$ cat config.mk
export PLATFORM = sky130hd
export DESIGN_NAME = xlat_cache
export DESIGN_NICKNAME = d
export VERILOG_FILES = /design/src/rtl/xlat_cache_pkg.sv /design/src/rtl/xlat_entry_store.sv /design/src/rtl/xlat_probe.sv /design/src/rtl/xlat_perm_check.sv /design/src/rtl/xlat_cache.sv
export SDC_FILE = /design/constraint.sdc
export NUM_CORES = 2
export LEC_CHECK = 0
export ABC_AREA = 0
export CAP_MARGIN = 20
export CELL_PAD_IN_SITES_DETAIL_PLACEMENT = 0
export CELL_PAD_IN_SITES_GLOBAL_PLACEMENT = 1
export CORE_ASPECT_RATIO = 1.5
export CORE_UTILIZATION = 40
export CTS_CLUSTER_DIAMETER = 100
export DETAILED_ROUTE_END_ITERATION = 6
export PLACE_DENSITY = 0.73
export SLEW_MARGIN = 5
export SYNTH_ARGS = -nofsm -noshare
export SYNTH_HDL_FRONTEND = slang
export SYNTH_SLANG_ARGS = --single-unit
$ cat constraint.sdc
create_clock -name clk -period 9.97 [get_ports clk]
set_input_delay 2.991 -clock clk [delete_from_list [all_inputs] [get_ports clk]]
set_output_delay 2.991 -clock clk [all_outputs]
set_load 0.01 [all_outputs]
$ cat src/rtl/xlat_cache_pkg.sv
// Shared constants and types of the nested-translation cache.
// Assumes granule codes 0..3 and four table levels 0..3.
package xlat_cache_pkg;
    localparam int PAGE_BASE_LOG2 = 10;
    localparam int LAST_LEVEL     = 3;
    localparam int LEVELS         = 4;
    localparam int PERM_R_BIT     = 0;
    localparam int PERM_W_BIT     = 1;

    typedef enum logic {
        STAGE_ONE = 1'b0,
        STAGE_TWO = 1'b1
    } fault_stage_e;
endpackage

$ cat src/rtl/xlat_entry_store.sv
// Slot storage of the translation cache: round-robin insert, invalidate-all.
// Assumes ENTRIES >= 2. The address and output are stored already aligned to
// the region of their granule and level. Data registers have no reset;
// only the valid bits and the fill pointer do.
module xlat_entry_store
    import xlat_cache_pkg::*;
#(
    parameter int ENTRIES = 8,
    parameter int ASID_W  = 8,
    parameter int VMID_W  = 8,
    parameter int ADDR_W  = 32
) (
    input  logic                             clk,
    input  logic                             rst_n,
    input  logic                             inv_all,
    input  logic                             ins_valid,
    input  logic [ASID_W-1:0]                ins_asid,
    input  logic [VMID_W-1:0]                ins_vmid,
    input  logic [ADDR_W-1:0]                ins_addr,
    input  logic [1:0]                       ins_gran,
    input  logic [1:0]                       ins_level,
    input  logic [ADDR_W-1:0]                ins_out,
    input  logic [1:0]                       ins_perm1,
    input  logic [1:0]                       ins_perm2,
    input  logic                             ins_nested,
    output logic [ENTRIES-1:0]               e_valid,
    output logic [ENTRIES-1:0][ASID_W-1:0]   e_asid,
    output logic [ENTRIES-1:0][VMID_W-1:0]   e_vmid,
    output logic [ENTRIES-1:0][1:0]          e_gran,
    output logic [ENTRIES-1:0][1:0]          e_level,
    output logic [ENTRIES-1:0][ADDR_W-1:0]   e_base,
    output logic [ENTRIES-1:0][ADDR_W-1:0]   e_mask,
    output logic [ENTRIES-1:0][ADDR_W-1:0]   e_out,
    output logic [ENTRIES-1:0][1:0]          e_p1,
    output logic [ENTRIES-1:0][1:0]          e_p2
);
    localparam int PTR_W = $clog2(ENTRIES);

    // Low-bit mask of the region covered by one entry of granule g at level l.
    function automatic logic [ADDR_W-1:0] span_mask(input logic [1:0] g, input logic [1:0] l);
        int sh;
        sh = PAGE_BASE_LOG2 + 2 * int'(g)
           + (LAST_LEVEL - int'(l)) * (PAGE_BASE_LOG2 - 3 + 2 * int'(g));
        for (int b = 0; b < ADDR_W; b++) span_mask[b] = (b < sh);
    endfunction

    logic [PTR_W-1:0]  wr_ptr;
    logic [ADDR_W-1:0] ins_mask;
    logic              do_ins;
    logic [1:0]        perm2_eff;

    assign ins_mask  = span_mask(ins_gran, ins_level);
    assign do_ins    = ins_valid && !inv_all;
    assign perm2_eff = ins_nested ? ins_perm2 : ins_perm1;

    // Round-robin fill pointer, returned to slot 0 by an invalidate.
    always_ff @(posedge clk) begin
        if (!rst_n || inv_all)
            wr_ptr <= '0;
        else if (do_ins)
            wr_ptr <= (wr_ptr == PTR_W'(ENTRIES - 1)) ? '0 : wr_ptr + 1'b1;
    end

    for (genvar i = 0; i < ENTRIES; i++) begin : g_slot
        logic              sel;
        logic              vld;
        logic [ASID_W-1:0] asid_q;
        logic [VMID_W-1:0] vmid_q;
        logic [1:0]        gran_q, lvl_q, p1_q, p2_q;
        logic [ADDR_W-1:0] base_q, mask_q, out_q;

        assign sel = do_ins && (wr_ptr == PTR_W'(i));

        // Valid bit of this slot: set on insert, cleared by reset or invalidate.
        always_ff @(posedge clk) begin
            if (!rst_n || inv_all) vld <= 1'b0;
            else if (sel)          vld <= 1'b1;
        end

        // Tag and result of this slot, written when the pointer selects it.
        always_ff @(posedge clk) begin
            if (sel) begin
                asid_q <= ins_asid;
                vmid_q <= ins_vmid;
                gran_q <= ins_gran;
                lvl_q  <= ins_level;
                mask_q <= ins_mask;
                base_q <= ins_addr & ~ins_mask;
                out_q  <= ins_out & ~ins_mask;
                p1_q   <= ins_perm1;
                p2_q   <= perm2_eff;
            end
        end

        assign e_valid[i] = vld;
        assign e_asid[i]  = asid_q;
        assign e_vmid[i]  = vmid_q;
        assign e_gran[i]  = gran_q;
        assign e_level[i] = lvl_q;
        assign e_base[i]  = base_q;
        assign e_mask[i]  = mask_q;
        assign e_out[i]   = out_q;
        assign e_p1[i]    = p1_q;
        assign e_p2[i]    = p2_q;
    end

    assert_inv_clears_R11: assert property (@(posedge clk) disable iff (!rst_n)
        inv_all |=> (e_valid == '0));
    assert_rr_fill_R2: assert property (@(posedge clk) disable iff (!rst_n)
        (do_ins && $countones(e_valid) < ENTRIES)
        |=> ($countones(e_valid) == $past($countones(e_valid)) + 1));
endmodule

$ cat src/rtl/xlat_probe.sv
// One probe of every slot for a single granule. Matches on ASID, VMID,
// granule and region, and picks the lowest level first, then the lowest slot.
// Purely combinational. Assumes the stored base is already aligned.
module xlat_probe #(
    parameter int ENTRIES = 8,
    parameter int ASID_W  = 8,
    parameter int VMID_W  = 8,
    parameter int ADDR_W  = 32,
    parameter int LEVELS  = 4
) (
    input  logic [1:0]                       probe_gran,
    input  logic [ASID_W-1:0]                probe_asid,
    input  logic [VMID_W-1:0]                probe_vmid,
    input  logic [ADDR_W-1:0]                probe_addr,
    input  logic [ENTRIES-1:0]               e_valid,
    input  logic [ENTRIES-1:0][ASID_W-1:0]   e_asid,
    input  logic [ENTRIES-1:0][VMID_W-1:0]   e_vmid,
    input  logic [ENTRIES-1:0][1:0]          e_gran,
    input  logic [ENTRIES-1:0][1:0]          e_level,
    input  logic [ENTRIES-1:0][ADDR_W-1:0]   e_base,
    input  logic [ENTRIES-1:0][ADDR_W-1:0]   e_mask,
    input  logic [ENTRIES-1:0][ADDR_W-1:0]   e_out,
    input  logic [ENTRIES-1:0][1:0]          e_p1,
    input  logic [ENTRIES-1:0][1:0]          e_p2,
    output logic                             hit,
    output logic [ADDR_W-1:0]                hit_addr,
    output logic [1:0]                       hit_p1,
    output logic [1:0]                       hit_p2
);
    localparam int IDX_W = $clog2(ENTRIES);

    logic [ENTRIES-1:0] match;
    logic [IDX_W-1:0]   idx;

    for (genvar i = 0; i < ENTRIES; i++) begin : g_cmp
        assign match[i] = e_valid[i] && (e_asid[i] == probe_asid) && (e_vmid[i] == probe_vmid)
                       && (e_gran[i] == probe_gran)
                       && ((probe_addr & ~e_mask[i]) == e_base[i]);
    end

    // Level-ordered priority: coarsest level first, then the lowest slot index.
    always_comb begin
        hit = 1'b0;
        idx = '0;
        for (int lv = 0; lv < LEVELS; lv++) begin
            for (int i = 0; i < ENTRIES; i++) begin
                if (!hit && match[i] && (e_level[i] == 2'(lv))) begin
                    hit = 1'b1;
                    idx = IDX_W'(i);
                end
            end
        end
    end

    assign hit_addr = e_out[idx] | (probe_addr & e_mask[idx]);
    assign hit_p1   = e_p1[idx];
    assign hit_p2   = e_p2[idx];
endmodule

$ cat src/rtl/xlat_perm_check.sv
// Checks an access that hit against both stored permissions and names the
// stage that denied a write. Only writes are checked; a read that hits passes.
module xlat_perm_check
    import xlat_cache_pkg::*;
(
    input  logic         hit,
    input  logic         is_write,
    input  logic [1:0]   perm1,
    input  logic [1:0]   perm2,
    output logic         fault,
    output fault_stage_e stage,
    output logic [1:0]   eff_perm
);
    // Combined permission and fault attribution.
    always_comb begin
        eff_perm = perm1 & perm2;
        fault    = hit && is_write && !(perm1[PERM_W_BIT] && perm2[PERM_W_BIT]);
        stage    = perm1[PERM_W_BIT] ? STAGE_TWO : STAGE_ONE;
    end
endmodule

$ cat src/rtl/xlat_cache.sv
// Nested-translation TLB top. It probes with the stage-1 granule, and with
// the stage-2 granule one cycle later on a nested miss where the granules
// differ. Results and counters are registered. Assumes the requester holds
// off while req_ready is low; a request in that cycle is ignored.
module xlat_cache
    import xlat_cache_pkg::*;
#(
    parameter int ENTRIES = 8,
    parameter int ASID_W  = 8,
    parameter int VMID_W  = 8,
    parameter int ADDR_W  = 32,
    parameter int COUNT_W = 16
) (
    input  logic               clk,
    input  logic               rst_n,
    input  logic               req_valid,
    output logic               req_ready,
    input  logic [ASID_W-1:0]  req_asid,
    input  logic [VMID_W-1:0]  req_vmid,
    input  logic [ADDR_W-1:0]  req_addr,
    input  logic               req_write,
    input  logic               req_nested,
    input  logic [1:0]         req_s1_gran,
    input  logic [1:0]         req_s2_gran,
    input  logic               ins_valid,
    input  logic [ASID_W-1:0]  ins_asid,
    input  logic [VMID_W-1:0]  ins_vmid,
    input  logic [ADDR_W-1:0]  ins_addr,
    input  logic [1:0]         ins_gran,
    input  logic [1:0]         ins_level,
    input  logic [ADDR_W-1:0]  ins_out,
    input  logic [1:0]         ins_perm1,
    input  logic [1:0]         ins_perm2,
    input  logic               ins_nested,
    input  logic               inv_all,
    output logic               rsp_valid,
    output logic               rsp_hit,
    output logic               rsp_retried,
    output logic [ADDR_W-1:0]  rsp_addr,
    output logic [1:0]         rsp_perm,
    output logic               rsp_fault,
    output logic               rsp_fault_stage,
    output logic [COUNT_W-1:0] hit_count,
    output logic [COUNT_W-1:0] miss_count
);
    logic [ENTRIES-1:0]             e_valid;
    logic [ENTRIES-1:0][ASID_W-1:0] e_asid;
    logic [ENTRIES-1:0][VMID_W-1:0] e_vmid;
    logic [ENTRIES-1:0][1:0]        e_gran, e_level, e_p1, e_p2;
    logic [ENTRIES-1:0][ADDR_W-1:0] e_base, e_mask, e_out;

    logic              pend;
    logic [ASID_W-1:0] h_asid;
    logic [VMID_W-1:0] h_vmid;
    logic [ADDR_W-1:0] h_addr;
    logic [1:0]        h_gran;
    logic              h_write;

    logic [1:0]        p_gran;
    logic [ASID_W-1:0] p_asid;
    logic [VMID_W-1:0] p_vmid;
    logic [ADDR_W-1:0] p_addr;
    logic              cur_write;
    logic              pr_hit;
    logic [ADDR_W-1:0] pr_addr;
    logic [1:0]        pr_p1, pr_p2, pc_perm;
    logic              pc_fault;
    fault_stage_e      pc_stage;
    logic              start, need_retry, finish;

    xlat_entry_store #(.ENTRIES(ENTRIES), .ASID_W(ASID_W), .VMID_W(VMID_W), .ADDR_W(ADDR_W)) u_store (
        .clk(clk), .rst_n(rst_n), .inv_all(inv_all), .ins_valid(ins_valid),
        .ins_asid(ins_asid), .ins_vmid(ins_vmid), .ins_addr(ins_addr), .ins_gran(ins_gran),
        .ins_level(ins_level), .ins_out(ins_out), .ins_perm1(ins_perm1), .ins_perm2(ins_perm2),
        .ins_nested(ins_nested), .e_valid(e_valid), .e_asid(e_asid), .e_vmid(e_vmid),
        .e_gran(e_gran), .e_level(e_level), .e_base(e_base), .e_mask(e_mask), .e_out(e_out),
        .e_p1(e_p1), .e_p2(e_p2)
    );

    // Probe inputs: the held request during a retry, the live request otherwise.
    always_comb begin
        p_gran    = pend ? h_gran  : req_s1_gran;
        p_asid    = pend ? h_asid  : req_asid;
        p_vmid    = pend ? h_vmid  : req_vmid;
        p_addr    = pend ? h_addr  : req_addr;
        cur_write = pend ? h_write : req_write;
    end

    xlat_probe #(.ENTRIES(ENTRIES), .ASID_W(ASID_W), .VMID_W(VMID_W), .ADDR_W(ADDR_W), .LEVELS(LEVELS)) u_probe (
        .probe_gran(p_gran), .probe_asid(p_asid), .probe_vmid(p_vmid), .probe_addr(p_addr),
        .e_valid(e_valid), .e_asid(e_asid), .e_vmid(e_vmid), .e_gran(e_gran), .e_level(e_level),
        .e_base(e_base), .e_mask(e_mask), .e_out(e_out), .e_p1(e_p1), .e_p2(e_p2),
        .hit(pr_hit), .hit_addr(pr_addr), .hit_p1(pr_p1), .hit_p2(pr_p2)
    );

    xlat_perm_check u_perm (
        .hit(pr_hit), .is_write(cur_write), .perm1(pr_p1), .perm2(pr_p2),
        .fault(pc_fault), .stage(pc_stage), .eff_perm(pc_perm)
    );

    assign req_ready  = !pend;
    assign start      = req_valid && !pend;
    assign need_retry = start && !pr_hit && req_nested && (req_s2_gran != req_s1_gran);
    assign finish     = pend || (start && !need_retry);

    // Retry flag: set for exactly one cycle after a nested first-probe miss.
    always_ff @(posedge clk) begin
        if (!rst_n) pend <= 1'b0;
        else        pend <= need_retry;
    end

    // Hold the request fields needed by the second probe.
    always_ff @(posedge clk) begin
        if (need_retry) begin
            h_asid  <= req_asid;
            h_vmid  <= req_vmid;
            h_addr  <= req_addr;
            h_gran  <= req_s2_gran;
            h_write <= req_write;
        end
    end

    // Registered lookup result.
    always_ff @(posedge clk) begin
        if (!rst_n) begin
            rsp_valid       <= 1'b0;
            rsp_hit         <= 1'b0;
            rsp_retried     <= 1'b0;
            rsp_addr        <= '0;
            rsp_perm        <= '0;
            rsp_fault       <= 1'b0;
            rsp_fault_stage <= 1'b0;
        end else begin
            rsp_valid <= finish;
            if (finish) begin
                rsp_hit         <= pr_hit;
                rsp_retried     <= pend;
                rsp_addr        <= pr_hit ? pr_addr : '0;
                rsp_perm        <= pr_hit ? pc_perm : 2'b00;
                rsp_fault       <= pc_fault;
                rsp_fault_stage <= pc_fault ? pc_stage : STAGE_ONE;
            end
        end
    end

    // Hit and miss counters, one step per finished lookup.
    always_ff @(posedge clk) begin
        if (!rst_n) begin
            hit_count  <= '0;
            miss_count <= '0;
        end else if (finish) begin
            if (pr_hit) hit_count  <= hit_count + COUNT_W'(1);
            else        miss_count <= miss_count + COUNT_W'(1);
        end
    end

    assert_retry_len_R5: assert property (@(posedge clk) disable iff (!rst_n)
        pend |=> (!pend && rsp_valid && rsp_retried));
    assert_retried_src_R5: assert property (@(posedge clk) disable iff (!rst_n)
        (rsp_valid && rsp_retried) |-> $past(!req_ready));
    assert_direct_R6: assert property (@(posedge clk) disable iff (!rst_n)
        (start && !need_retry) |=> (rsp_valid && !rsp_retried));
    assert_fault_hit_R8: assert property (@(posedge clk) disable iff (!rst_n)
        (rsp_valid && rsp_fault) |-> (rsp_hit && !rsp_perm[PERM_W_BIT]));
    assert_read_safe_R12: assert property (@(posedge clk) disable iff (!rst_n)
        (rsp_valid && rsp_fault) |-> $past(cur_write));
    assert_hit_cnt_R10: assert property (@(posedge clk) disable iff (!rst_n)
        (rsp_valid && rsp_hit) |-> (hit_count == $past(hit_count) + COUNT_W'(1)));
    assert_miss_cnt_R10: assert property (@(posedge clk) disable iff (!rst_n)
        (rsp_valid && !rsp_hit) |-> (miss_count == $past(miss_count) + COUNT_W'(1)));
    assert_cnt_hold_R10: assert property (@(posedge clk) disable iff (!rst_n)
        !rsp_valid |-> ($stable(hit_count) && $stable(miss_count)));
endmodule

==> impl_metrics.json <==
{
  "status": "finished with violations",
  "violations": "DRC",
  "via_count": 37200,
  "syn_area_sq_um": 49600,
  "fin_skew_ps": 36.0,
  "leakage_nw": 18.9,
  "cts.sinks": 1094,
  "max_cap_viol_count": 0,
  "wl_met2_um": 102000,
  "wl_met3_um": 16000,
  "seq_power_share": 0.500,
  "combPwrFrac": 0.119,
  "ir_drop_mv": 0.154,
  "syn_to_final_growth_pct": 19.9,
  "worst_hold_slack_ps": 455,
  "yosysWarnings": 0,
  "hold_violations": 0,
  "path_buf_inv": 6,
  "post-route-util": 0.485,
  "crit_slowest_cell": "mux2i_1",
  "finalWorstSetupSlack_ps": 905,
  "ys_types": 101,
  "hold_class": "reg2reg",
  "start_util": 0.405,
  "io_buffers": 219,
  "drt_iter0_markers": 4320,
  "cts_resized": 0,
  "synth-seq-cells": 1094,
  "fp.dieH_um": 433,
  "insertion_delay_ps": 760,
  "rows": 157,
  "clk_pin_slew_ps": 60,
  "cts_buffer_depth": 3,
  "final.setup.tns_ps": 0,
  "switching_share": 0.266,
  "drt_wl_total_um": 211000,
  "synthCells": 3697,
  "synth_fp_nets": 3866,
  "cp_top_family": "buffers and inverters",
  "place_congestion": 1.07,
  "wl_met1_um": 71900,
  "period_minus_slack_ps": 9070,
  "drive_gt1_frac": 0.127,
  "rsz0062_at_grt": "false",
  "avgSynthCellArea_sq_um": 13.4,
  "dpl-instance-area_sq_um": 55900,
  "synthFlopType": "edfxtp_1",
  "cp.required_ps": 10630,
  "nets": 4329,
  "max_freq_ghz": 0.110,
  "cts_root_buf": "clkbuf_16",
  "synth_edf_count": 1011,
  "power.switching_mw": 2.87,
  "place_hpwl_um": 157000,
  "crit_path_start_kind": "input pin",
  "internal_power_mw": 7.89,
  "end_kind": "register",
  "die-area_sq_um": 125000,
  "drc": 1,
  "cts_setup_buffers": 0,
  "yosysSeqAreaShare": 0.645,
  "grt_start_max_net_pins": 122,
  "hold_buffers": 0,
  "core_area_sq_um": 123000,
  "relSlewSlack": 0.0609,
  "antenna_left": 0,
  "first_pass_iters": 7,
  "final_area_sq_um": 59500,
  "wl_per_cell_um": 35.9,
  "grt.overflow.total": 0,
  "cpMostUsedCell": "buf_4",
  "viasPerCell": 6.34,
  "grt_pass1_wl_um": 284000,
  "fin_crit_sh": 0.909,
  "setup_viol": 0,
  "fp.dieW_um": 290,
  "p_per_area_nw_per_um2": 181,
  "critPathMaxStageDelay_ps": 910,
  "post-place-ws_ps": 430,
  "crit_chain": "clkdlybuf4s50_1 > mux2i_1 > buf_4 > nor2_1 > xnor2_1 > nand4_1 > nor4bb_1 > buf_4 > a32oi_1 > o32ai_1 > a311oi_1 > o211ai_1 > buf_4 > buf_12 > buf_4 > mux2i_1 > o22ai_1 > o21ai_1",
  "clockPowerShare": 0.381,
  "htreeDepth": 3,
  "cts_tree": "built",
  "criticalPathCategory": "in2reg",
  "worstPathArrival_ps": 9730,
  "maxSlewViolCount": 0,
  "antenna_found_initial": 18,
  "grt_usage": 0.334,
  "cp_max_fo": 27,
  "grt_pass1_vias": 35400,
  "highest_layer": "met5",
  "tightest_slew_ps": 1410,
  "fillers": 10900,
  "synthArstFlopShare": 0,
  "numCtsBuffers": 105,
  "boundaryPins": 220
}
==> final timing paths <==
path	slack, ps	startpoint	endpoint	cells past startpoint
setup / recovery	900	req_addr[30]	rsp_addr[13]$_SDFFE_PN0P_	18
hold / removal	460	rsp_addr[13]$_SDFFE_PN0P_	rsp_addr[13]$_SDFFE_PN0P_	2
setup reg to reg	2330	pend$_SDFF_PN0_	rsp_addr[13]$_SDFFE_PN0P_	18
hold reg to reg	460	rsp_addr[13]$_SDFFE_PN0P_	rsp_addr[13]$_SDFFE_PN0P_	2
==> flip-flops by register name, summed over array words and instances (netlist names), 2 cells and up <==
| signal | cells |
|---|---|
| u_store.g_slot.out_q | 256 |
| rsp_perm | 2 |
| u_store.g_slot.vmid_q | 64 |
| rsp_addr | 32 |
| h_addr | 32 |
| miss_count | 16 |
| u_store.g_slot.p1_q | 16 |
| u_store.g_slot.mask_q | 256 |
| u_store.g_slot.vld | 8 |
| u_store.g_slot.p2_q | 16 |
| u_store.wr_ptr | 3 |
| u_store.g_slot.lvl_q | 16 |
| h_asid | 8 |
| u_store.g_slot.gran_q | 16 |
| h_gran | 2 |
| h_vmid | 8 |
| u_store.g_slot.asid_q | 64 |
| u_store.g_slot.base_q | 256 |
| hit_count | 16 |
==> metrics by stage <==
stage,total power [mW],instances
after floorplan,5.97,3697
after global placement,6.71,5639
after detailed placement,6.73,5641
after CTS,10.8,5840
after global routing,11.0,5867
final,10.8,5871
==> final cells by class <==
cell class / instances / area, sq um / area share
flip-flops and latches: 1094 / 32000 / 0.539
diodes: 29 / 72.6 / 0.00122
well taps: 1590 / 1990 / 0.0335
clock buffers: 142 / 2870 / 0.0482
clock inverters: 57 / 584 / 0.00983
multi-input cells: 2398 / 16900 / 0.284
inverters: 68 / 255 / 0.00429
repair buffers: 493 / 4780 / 0.0804
==> worst reg2reg max path: stages, from the launching register on <==
cell,delay [ps]
dfxtp_4,770
buf_12,410
mux2i_2,1080
nor3_1,150
or4_1,560
or4_1,560
or4_1,750
a2111oi_0,370
buf_4,180
nand4_1,170
nand3_1,180
o41ai_1,80
o211ai_1,120
buf_4,280
buf_12,300
buf_4,350
mux2i_1,920
o22ai_1,180
o21ai_1,160
==> cell usage in the layout, fill, tap and decap left out, types with 76 or more instances in the layout <==
cell type	instances
buf_4	229
clkbuf_16	107
clkdlybuf4s50_1	219
dfxtp_1	82
edfxtp_1	1011
mux2i_1	224
nand2_1	123
nand3_1	89
nand4_1	190
nor2_1	146
nor3_1	128
nor4_1	79
o21ai_0	222
or3_1	158
xnor2_1	114
xor2_1	76
==> layer usage <==
| metal | up-vias | track usage |
|---|---|---|
| li1 | 15700 | - |
| met1 | 18700 | 0.374 |
| met2 | 2177 | 0.554 |
| met3 | 608 | 0.0526 |
| met4 | 8 | 0.283 |
| met5 | - | 0 |
==> logic make-up (layout without fill, tap and decap cells) <==
| group | Yosys count | after routing | share of synthesized area |
|---|---|---|---|
| mux | 266 | 266 | 0.0611 |
| fa+ha+maj | 21 | 21 | 0.00590 |
| flops | 1094 | 1094 | 0.645 |
| buf+inv | 205 | 760 | 0.0186 |
| xor+xnor | 191 | 191 | 0.0337 |
| compound gates | 670 | 670 | 0.0873 |
| simple gates | 1250 | 1250 | 0.148 |
| other cells | 0 | 29 | 0 |
==> Yosys cell counts (9+ instances only) <==
| library cell | number | area, sq um |
|---|---|---|
| a211oi_1 | 50 | 375 |
| a21boi_0 | 28 | 210 |
| a21oi_1 | 20 | 100 |
| a22oi_1 | 45 | 338 |
| a31oi_1 | 35 | 219 |
| a32oi_1 | 23 | 201 |
| and2_1 | 55 | 344 |
| and3_1 | 58 | 363 |
| and4_1 | 16 | 140 |
| buf_2 | 34 | 170 |
| clkbuf_1 | 82 | 308 |
| dfxtp_1 | 83 | 1660 |
| edfxtp_1 | 1011 | 30400 |
| ha_1 | 17 | 213 |
| inv_1 | 66 | 248 |
| mux2i_1 | 231 | 2310 |
| mux2i_4 | 18 | 405 |
| mux4_2 | 9 | 203 |
| nand2_1 | 124 | 465 |
| nand2b_1 | 13 | 81.3 |
| nand3_1 | 89 | 445 |
| nand4_1 | 190 | 1190 |
| nand4b_1 | 13 | 114 |
| nor2_1 | 150 | 563 |
| nor2b_1 | 10 | 62.6 |
| nor3_1 | 128 | 641 |
| nor3b_1 | 52 | 390 |
| nor4_1 | 82 | 513 |
| nor4b_1 | 25 | 219 |
| nor4bb_1 | 10 | 100 |
| o21a_1 | 46 | 345 |
| o21ai_0 | 227 | 1140 |
| o21ai_1 | 61 | 305 |
| o22ai_1 | 60 | 375 |
| or3_1 | 158 | 988 |
| or4_1 | 32 | 240 |
| xnor2_1 | 114 | 998 |
| xor2_1 | 77 | 674 |
==> power by group through the flow <==
stage                     logic, mW  clock network (mW)  registers [mW]
after floorplan               0.516                   0            5.46
after global placement         1.23                   0            5.47
after detailed placement       1.25                   0            5.48
after CTS                      1.25                4.12            5.38
after global routing           1.31                4.27            5.38
final                          1.28                4.10            5.38
(Power assumes the default switching activity.)
